File: src/rtl/cmp_alu_pkg.sv
package cmp_alu_pkg;
  localparam int FUNC_W = 3;

  typedef enum logic [1:0] {
    SEL_AND  = 2'b00,
    SEL_OR   = 2'b01,
    SEL_SUM  = 2'b10,
    SEL_SIGN = 2'b11
  } sel_e;
endpackage

File: src/rtl/cmp_alu_binv.sv
module cmp_alu_binv #(
  parameter int WIDTH = 32
) (
  input  logic [WIDTH-1:0] b_in,
  input  logic             inv,
  output logic [WIDTH-1:0] b_out
);
  // One XOR per bit: inv=1 complements the operand.
  for (genvar i = 0; i < WIDTH; i++) begin : g_bit
    assign b_out[i] = b_in[i] ^ inv;
  end
endmodule

File: src/rtl/cmp_alu_adder.sv
module cmp_alu_adder #(
  parameter int WIDTH = 32
) (
  input  logic [WIDTH-1:0] a,
  input  logic [WIDTH-1:0] b,
  input  logic             cin,
  output logic [WIDTH-1:0] sum,
  output logic             sgn_ovf
);
  localparam int MSB = WIDTH - 1;

  always_comb begin
    sum     = a + b + {{(WIDTH-1){1'b0}}, cin};
    // Same-signed inputs with a result of the other sign
    sgn_ovf = (a[MSB] == b[MSB]) && (sum[MSB] != a[MSB]);
  end
endmodule

File: src/rtl/cmp_alu_mux.sv
module cmp_alu_mux
  import cmp_alu_pkg::*;
#(
  parameter int WIDTH = 32
) (
  input  sel_e             sel,
  input  logic [WIDTH-1:0] a,
  input  logic [WIDTH-1:0] b,
  input  logic [WIDTH-1:0] sum,
  output logic [WIDTH-1:0] y
);
  localparam int MSB = WIDTH - 1;

  always_comb begin
    unique case (sel)
      SEL_AND:  y = a & b;
      SEL_OR:   y = a | b;
      SEL_SUM:  y = sum;
      SEL_SIGN: y = {{(WIDTH-1){1'b0}}, sum[MSB]};
      default:  y = '0;
    endcase
  end
endmodule

File: src/rtl/cmp_alu.sv
module cmp_alu
  import cmp_alu_pkg::*;
#(
  parameter int WIDTH = 32
) (
  input  logic              clk,
  input  logic              rst,
  input  logic [WIDTH-1:0]  op_a,
  input  logic [WIDTH-1:0]  op_b,
  input  logic [FUNC_W-1:0] func,
  output logic [WIDTH-1:0]  res,
  output logic              zero,
  output logic              ovf
);
  logic [WIDTH-1:0] b_eff;
  logic [WIDTH-1:0] sum;
  logic [WIDTH-1:0] y_comb;
  logic             add_ovf;
  logic             vld;
  sel_e             sel;

  assign sel = sel_e'(func[1:0]);

  cmp_alu_binv #(.WIDTH(WIDTH)) u_binv (
    .b_in  (op_b),
    .inv   (func[2]),
    .b_out (b_eff)
  );

  cmp_alu_adder #(.WIDTH(WIDTH)) u_add (
    .a       (op_a),
    .b       (b_eff),
    .cin     (func[2]),
    .sum     (sum),
    .sgn_ovf (add_ovf)
  );

  cmp_alu_mux #(.WIDTH(WIDTH)) u_mux (
    .sel (sel),
    .a   (op_a),
    .b   (b_eff),
    .sum (sum),
    .y   (y_comb)
  );

  always_ff @(posedge clk) begin
    if (rst) begin
      res  <= '0;
      zero <= 1'b1;
      ovf  <= 1'b0;
      vld  <= 1'b0;
    end else begin
      res  <= y_comb;
      zero <= ~|y_comb;
      ovf  <= add_ovf && (sel == SEL_SUM);
      vld  <= 1'b1;
    end
  end

  AST_RESET_STATE: assert property (@(posedge clk) disable iff (rst)
    !vld |-> (res == '0 && zero && !ovf));
  AST_ZERO_MATCH: assert property (@(posedge clk) disable iff (rst)
    zero == (res == '0));
  AST_NO_OVERFLOW: assert property (@(posedge clk) disable iff (rst)
    (vld && $past(func[1:0]) != 2'b10) |-> !ovf);
  AST_SIGN_UPPER: assert property (@(posedge clk) disable iff (rst)
    (vld && $past(func[1:0]) == 2'b11) |-> (res[WIDTH-1:1] == '0));
  AST_AND_RESULT: assert property (@(posedge clk) disable iff (rst)
    (vld && $past(func) == 3'b000) |-> (res == ($past(op_a) & $past(op_b))));
  AST_ADD_IDENT: assert property (@(posedge clk) disable iff (rst)
    (vld && $past(func) == 3'b010 && $past(op_b) == '0) |-> (res == $past(op_a)));
endmodule

File: config.mk
export PLATFORM = sky130hd
export DESIGN_NAME = cmp_alu
export DESIGN_NICKNAME = d
export VERILOG_FILES = /design/src/rtl/cmp_alu_pkg.sv /design/src/rtl/cmp_alu_binv.sv /design/src/rtl/cmp_alu_adder.sv /design/src/rtl/cmp_alu_mux.sv /design/src/rtl/cmp_alu.sv
export SDC_FILE = /design/constraint.sdc
export NUM_CORES = 1
export LEC_CHECK = 0
export BUFFER_PORTS_ARGS = -buffer_cell sky130_fd_sc_hd__buf_2
export CORE_MARGIN = 2
export CORE_UTILIZATION = 40
export CTS_BUF_LIST = sky130_fd_sc_hd__clkbuf_4 sky130_fd_sc_hd__clkbuf_8
export CTS_CLUSTER_DIAMETER = 50
export CTS_CLUSTER_SIZE = 10
export DETAILED_ROUTE_END_ITERATION = 6
export PLACE_DENSITY = 0.73
export SLEW_MARGIN = 20
export SYNTH_ARGS = -nofsm -noshare
export SYNTH_HDL_FRONTEND = slang
export SYNTH_SLANG_ARGS = --single-unit
export TNS_END_PERCENT = 10
File: constraint.sdc
create_clock -name clk -period 8.9 [get_ports clk]
set_clock_uncertainty 0.15 [all_clocks]
set_input_delay 1.78 -clock clk [delete_from_list [all_inputs] [get_ports clk]]
set_output_delay 1.78 -clock clk [all_outputs]
set_load 0.005 [all_outputs]
==> flow_summary_export.csv, run 1 <==
group,metric,value,unit
grt,grt_pass1_vias,3835,
hold_path,hold_class,"in2reg",
die,die_h,104,µm
synthesis,synth-edff-count,0,
setup_path,worst-path-max-fanout,34,
synthesis,syn_area,0.00401,mm²
routing,routed_wl,10.9,mm
routing,num_vias,3961,
sta,slew_violations,0,
clock_network,cts_tree,"done",
clock_network,cts_setup_buffers,0,
sta,fmax,175,MHz
final_layout,diodes,0,
die,coreArea,0.00977,mm²
clock_network,cts.clk_slew.worst_paths,0.07,ns
grt,grt_overflow_total,0,
synthesis,synth_xor_area_share,13.3,%
synthesis,synthMuxAreaShare,3.09,%
sta,timing.hold.ws,1.74,ns
setup_path,crit_type,"in2reg",
synthesis,synth_flop_cell,"dfxtp_1",
sta,hold_viol_final,0,
place,port_buffers,102,
sta,fin_crit_sh,64.1,%
final_layout,area_growth,18.3,%
setup_path,arrival,5.80,ns
sta,max_slew_margin,27.7,%
clock_network,numCtsBuffers,5,
routing,ant_nets,0,
setup_path,cp-end-kind,"register",
grt,grt.total_usage,20.2,%
routing,viasPerCell,5.22,
place,placed_cell_area,0.00463,mm²
synthesis,synth_commonest_cells,"69 x inv_1, 64 x ha_1, 60 x nor2_1",
sta,setup_viol,0,
die,io_pins,103,
run_status,outcome,"finished clean",
final_layout,nets,759,
routing,wl_per_cell,14.3,µm
clock_network,cts-resized-gates,0,
synthesis,synth-seq-area-share,17.0,%
final_layout,drive_gt1_share,20.1,%
grt,antenna_found_initial,0,
flow_run,maxCapViolCount,0,
die,start_util,41.0,%
synthesis,synth_fa_ha_area_share,20.5,%
synthesis,yosysUniqueCellTypes,55,
routing,drtPass1Iterations,5,
synthesis,yosysMostFrequentCell,"inv_1",
synthesis,synth.area.top_cells,"ha_1 20%, dfxtp_1 17%, xor2_1 9.6%",
synthesis,syn_avg_cell_area,7.52,µm²
clock_network,cts.sinks,34,
sta,worst_pin_slew,1.08,ns
sta,rsz0062_at_grt,"false",
synthesis,synth.net_count,667,
grt,grt_pass1_wl,18.2,mm
setup_path,critical_path.startpoint_type,"primary input",
setup_path,worstPathRequired,8.99,ns
place,gp_congestion,0.954,
clock_network,cts_root_buf,"clkbuf_8",
synthesis,syn_inst,533,
clock_network,cts_buffer_depth,2,
synthesis,yosysWarningCount,0,
sta,period_minus_slack,5.71,ns
power_and_ir_drop,ir_worst_vdd,0.0781,mV
synthesis,synth_compound_gate_area_share,21.8,%
power_and_ir_drop,p_leak,2.52,nW
sta,setup_tns,0,ns
synthesis,synth-async-reset-ratio,0,%
synthesis,yosys.area.top_type,"ha_1",
synthesis,synth_top_family_by_area,"compound AO/OA/AOI/OAI gates",
clock_network,cts_hold_buffers,0,
die,rows,36,
synthesis,synth_top_area_share,20.0,%
die,dieWidth,104,µm
final_layout,finalInstanceArea,0.00474,mm²
clock_network,h-tree-depth,2,
routing,first_iter_violations,201,
grt,grt_max_degree,35,
setup_path,cpMaxStageDelayCell,"or4_1",
synthesis,synthSimpleGateAreaFrac,15.9,%
setup_path,critical_path.most_common_cell,"xor2_1",
place,dp_hpwl,8.70,mm
routing,drc_errors,0,
power_and_ir_drop,p_total,635,µW
setup_path,cp_cell_sequence,"buf_2 > buf_4 > xor2_1 > inv_1 > ha_1 > nand4_1 > o221ai_1 > o22ai_1 > o31a_2 > o31a_1 > o21ai_1 > xor2_1 > a221o_1 > or4_1 > nor4_2 > a41o_1",
die,dieArea,0.0108,mm²
final_layout,final_core_util,48.5,%
setup_path,cpPeakStageDelay,0.56,ns
synthesis,ys_ff_latch,34,
power_and_ir_drop,powerDensity,134,mW/mm²
==> worst max-delay path, delay by kind of cell <==
kind,cells,cell delay [ns]
AOI/OAI and AO/OA,7,1.88
xor gates and xnor gates,2,0.43
adders and majority gates,1,0.30
buffers and inverters,3,0.60
and+or+nand+nor,3,0.80
==> logic make-up after synthesis <==
kind of cell | Yosys count
multiplexers | 12
XOR/XNOR | 61
buffers and inverters | 90
adder cells (fa/ha/maj) | 65
flip-flops | 34
AND/OR/NAND/NOR | 136
AO/OA/AOI/OAI | 135
==> routing by layer <==
metal  routed length (µm)  part of all wire [%]  track usage (%)  vias up
met3                  826                   7.6             3.45       19
met1                 4920                    45             27.3     1791
met2                 4960                    46             32.9      158
li1                     -                     -                -     1993
met5                    0                     0                0        -
met4                  174                   1.6             5.69        0
==> path summary, 6_finish.rpt <==
kind / from / endpoint / slack (ns) / cells after the start
max: func[2] / zero / 3.19 / 16
min: op_a[31] / ovf / 1.74 / 4
==> per-stage QoR <==
step / std cells / setup WS [ns]
3_3_place_gp: 751 / 3.04
2_1_floorplan: 533 / 3.17
3_5_place_dp: 751 / 2.91
5_1_grt: 759 / 2.89
4_1_cts: 759 / 3.20
6_report: 759 / 3.19
==> registers in the layout, summed over array words and instances, names as in the netlist <==
register and count:
ovf 1, res 32, zero 1
==> layout by cell type (no fill, tap or decap), types with 2 or more instances in the layout <==
master,n
and3_1,2
dfxtp_1,34
buf_2,102
nor2b_1,7
mux2i_1,9
a221oi_1,5
nand2_1,29
inv_1,69
o221ai_1,2
o22a_1,6
nand3_1,10
nor2_1,60
a221o_1,3
a21oi_1,51
ha_1,64
a31oi_1,4
nor4_2,2
nor3_1,4
clkbuf_8,5
or2_2,4
xnor2_1,17
a211oi_1,4
clkinv_2,2
o21ai_0,20
nand4_1,9
a21o_1,9
xor2_1,44
o21ai_1,2
a211o_1,5
mux2_2,3
o21a_1,5
o21bai_1,4
o22ai_1,2
buf_4,3
o211ai_1,3
==> area by class of cell <==
cell class / count / area [µm²]
timing repair buffer: 105 / 533
fill: 992 / 5030
clock buffer: 5 / 68.8
tap: 133 / 166
sequential: 34 / 681
clock inverter: 3 / 40.0
multi-input combinational: 409 / 2990
inverter: 70 / 263
==> where the power goes <==
group / total (mW) / switching [mW] / internal [mW]
Sequential: 0.170 / 0.00361 / 0.167
Combinational: 0.326 / 0.186 / 0.140
Clock: 0.139 / 0.0568 / 0.0823
Total: 0.635 / 0.247 / 0.389
No activity file was read; power rests on OpenSTA's default activity.
==> run 2, diff against run 1 <==
ABC_AREA = 1   (was unset)
PLACE_DENSITY = 0.71   (was 0.73)
clock period = 5.7 ns   (was 8.9 ns; I/O delays follow)
==> run 2 against run 1 <==
Against the previous run:
- count of clock-buffer cells in the layout is 2 higher
- combinational power up 86%
- die area increased by 26%
- wire length grew 40%
- clock power up 58%
- via count increased by 41%
- setup slack got worse by 1.6 ns
- cell count rose by 53%
- largest power group unchanged
==> flow_summary_export.csv, run 2 <==
group,metric,value,unit
synthesis,syn_inst,894,
setup_path,arrival,4.22,ns
die,dieArea,0.0136,mm²
hold_path,hold_class,"in2reg",
place,port_buffers,102,
power_and_ir_drop,powerDensity,185,mW/mm²
synthesis,yosys.area.top_type,"nand2_1",
clock_network,cts_buffer_depth,2,
grt,grt_pass1_vias,5000,
sta,hold_viol_final,0,
sta,fmax,243,MHz
synthesis,yosysMostFrequentCell,"nand2_1",
synthesis,synth-edff-count,0,
clock_network,cts_root_buf,"clkbuf_8",
power_and_ir_drop,p_total,1.09,mW
grt,grt.total_usage,22.5,%
routing,num_vias,5583,
die,rows,41,
clock_network,cts.sinks,34,
final_layout,drive_gt1_share,15.8,%
synthesis,synth-async-reset-ratio,0,%
final_layout,fill_cells,1409,
clock_network,numCtsBuffers,5,
sta,slew_violations,0,
setup_path,worstPathRequired,5.80,ns
clock_network,cts-resized-gates,0,
grt,antenna_found_initial,0,
power_and_ir_drop,ir_worst_vdd,0.0806,mV
sta,setup_tns,0,ns
sta,finalWorstSetupSlack,1.59,ns
setup_path,crit_type,"in2reg",
synthesis,ys_ff_latch,34,
clock_network,cts_hold_buffers,0,
routing,drtPass1Iterations,7,
routing,ant_nets,0,
synthesis,synth-seq-area-share,13.4,%
synthesis,yosysUniqueCellTypes,37,
clock_network,cts.clk_slew.worst_paths,0.07,ns
final_layout,area_growth,15.3,%
routing,drc_errors,0,
synthesis,synth_commonest_cells,"261 x nand2_1, 209 x inv_1, 71 x nor2_1",
grt,grt_overflow_total,0,
clock_network,cts_setup_buffers,0,
sta,setup_viol,0,
setup_path,worst-path-max-fanout,27,
flow_run,maxCapViolCount,0,
grt,grt_pass1_wl,24.0,mm
final_layout,final_common_cell,"nand2_1",
final_layout,largestRegisters,"res (32), ovf (1), zero (1)",
routing,viasPerCell,4.80,
die,start_util,40.7,%
clock_network,h-tree-depth,2,
sta,timing.hold.ws,1.03,ns
synthesis,synth_top_area_share,19.2,%
synthesis,synth.net_count,1028,
place,dp_hpwl,12.5,mm
grt,grt_max_degree,34,
die,dieWidth,117,µm
sta,fin_crit_sh,72.2,%
final_layout,largest_register,"res",
setup_path,cp-end-kind,"register",
routing,routed_wl,15.2,mm
synthesis,synth_flop_cell,"dfxtp_1",
place,pre_cts_slack,1.29,ns
final_layout,layout_common_cells,"261 x nand2_1, 209 x inv_1, 102 x buf_2",
die,io_pins,103,
synthesis,syn_avg_cell_area,5.70,µm²
synthesis,yosysWarningCount,0,
run_status,outcome,"finished clean",
die,coreArea,0.0125,mm²
place,gp_congestion,0.971,
final_layout,diodes,0,
routing,wl_per_cell,13.1,µm
clock_network,cts_tree,"done",
routing,first_iter_violations,465,
sta,period_minus_slack,4.11,ns
sta,rsz0062_at_grt,"false",
setup_path,critical_path.startpoint_type,"primary input",
sta,max_slew_margin,42.7,%
synthesis,syn_area,0.00509,mm²
final_layout,largest_register_ffs,32,
die,die_h,117,µm
synthesis,synth.area.top_cells,"nand2_1 19%, ha_1 16%, inv_1 15%",
power_and_ir_drop,p_leak,3.53,nW
sta,worst_pin_slew,0.858,ns
final_layout,nets,1125,
==> run 2: changes by cell type after synthesis, sizes merged, moves of 9 or more <==
cell / change
a21oi: -11
xnor2: +14
xor2: -42
nand2: +248
inv: +147
mux2i: -9
o22ai: +19
nor2: +20
o21ai: -9
nand3b: +13
nand3: +48
a21o: -9
==> run 2: final cells by class <==
class	instances	area (µm²)	share of cell area, %
well taps	172	215	3.67
repair buffers	107	548	9.34
clock buffers	7	90.1	1.53
clock inverters	1	5.00	0.0853
inverters	217	815	13.9
multi-input cells	626	3520	59.9
flip-flops and latches	34	681	11.6
==> run 2: routing by layer <==
metal / wire length, µm / vias to the layer above / GRT usage [%]
met3: 952 / 28 / 2.83
met2: 6440 / 204 / 35.0
met4: 410 / 0 / 8.24
li1: - / 2897 / -
met1: 7430 / 2454 / 31.8
met5: 0 / - / 0
==> run 2: metrics by stage <==
stage          area [µm²]  cells  util (%)
6_report             5870   1164      46.9
5_1_grt              5870   1164      46.9
4_1_cts              5870   1164      46.9
3_5_place_dp         5780   1156      46.1
3_3_place_gp         5780   1156      46.1
2_1_floorplan        5090    894         -
==> run 2: path summary, 6_finish.rpt <==
path	slack, ns	endpoint	start	cells past startpoint
max	1.59	zero	func[2]	19
min	1.03	res[0]	func[0]	3
==> run 2: logic make-up (layout without fill, tap and decap cells) <==
| group | after synthesis | in the layout | share of synthesized area, % |
|---|---|---|---|
| and+or+nand+nor | 445 | 445 | 37.9 |
| DFF | 34 | 34 | 13.4 |
| buffers and inverters | 234 | 332 | 17.7 |
| xor gates and xnor gates | 33 | 33 | 5.68 |
| AOI/OAI and AO/OA | 83 | 83 | 9.24 |
| adders and majority gates | 65 | 65 | 16.1 |
==> run 2: power breakdown <==
group	switching (mW)	internal (mW)	total, mW	leakage [nW]
combinational	0.388	0.217	0.605	3.19
clock	0.117	0.103	0.219	0.0517
sequential	0.00426	0.259	0.263	0.281
total	0.509	0.579	1.09	3.53
==> run 2: critical path, cell delays in order <==
cell	delay [ns]
buf_2	0.63
buf_4	0.29
xnor2_1	0.15
ha_1	0.35
nand2_2	0.17
inv_1	0.05
nand2_1	0.06
nand2_1	0.08
a21oi_1	0.21
nand2_2	0.13
nor2_1	0.10
o21ai_0	0.09
nand2_1	0.14
nand3_1	0.13
nor2_1	0.19
nand2_1	0.08
nor2_1	0.08
nand2_1	0.06
nand2_1	0.05
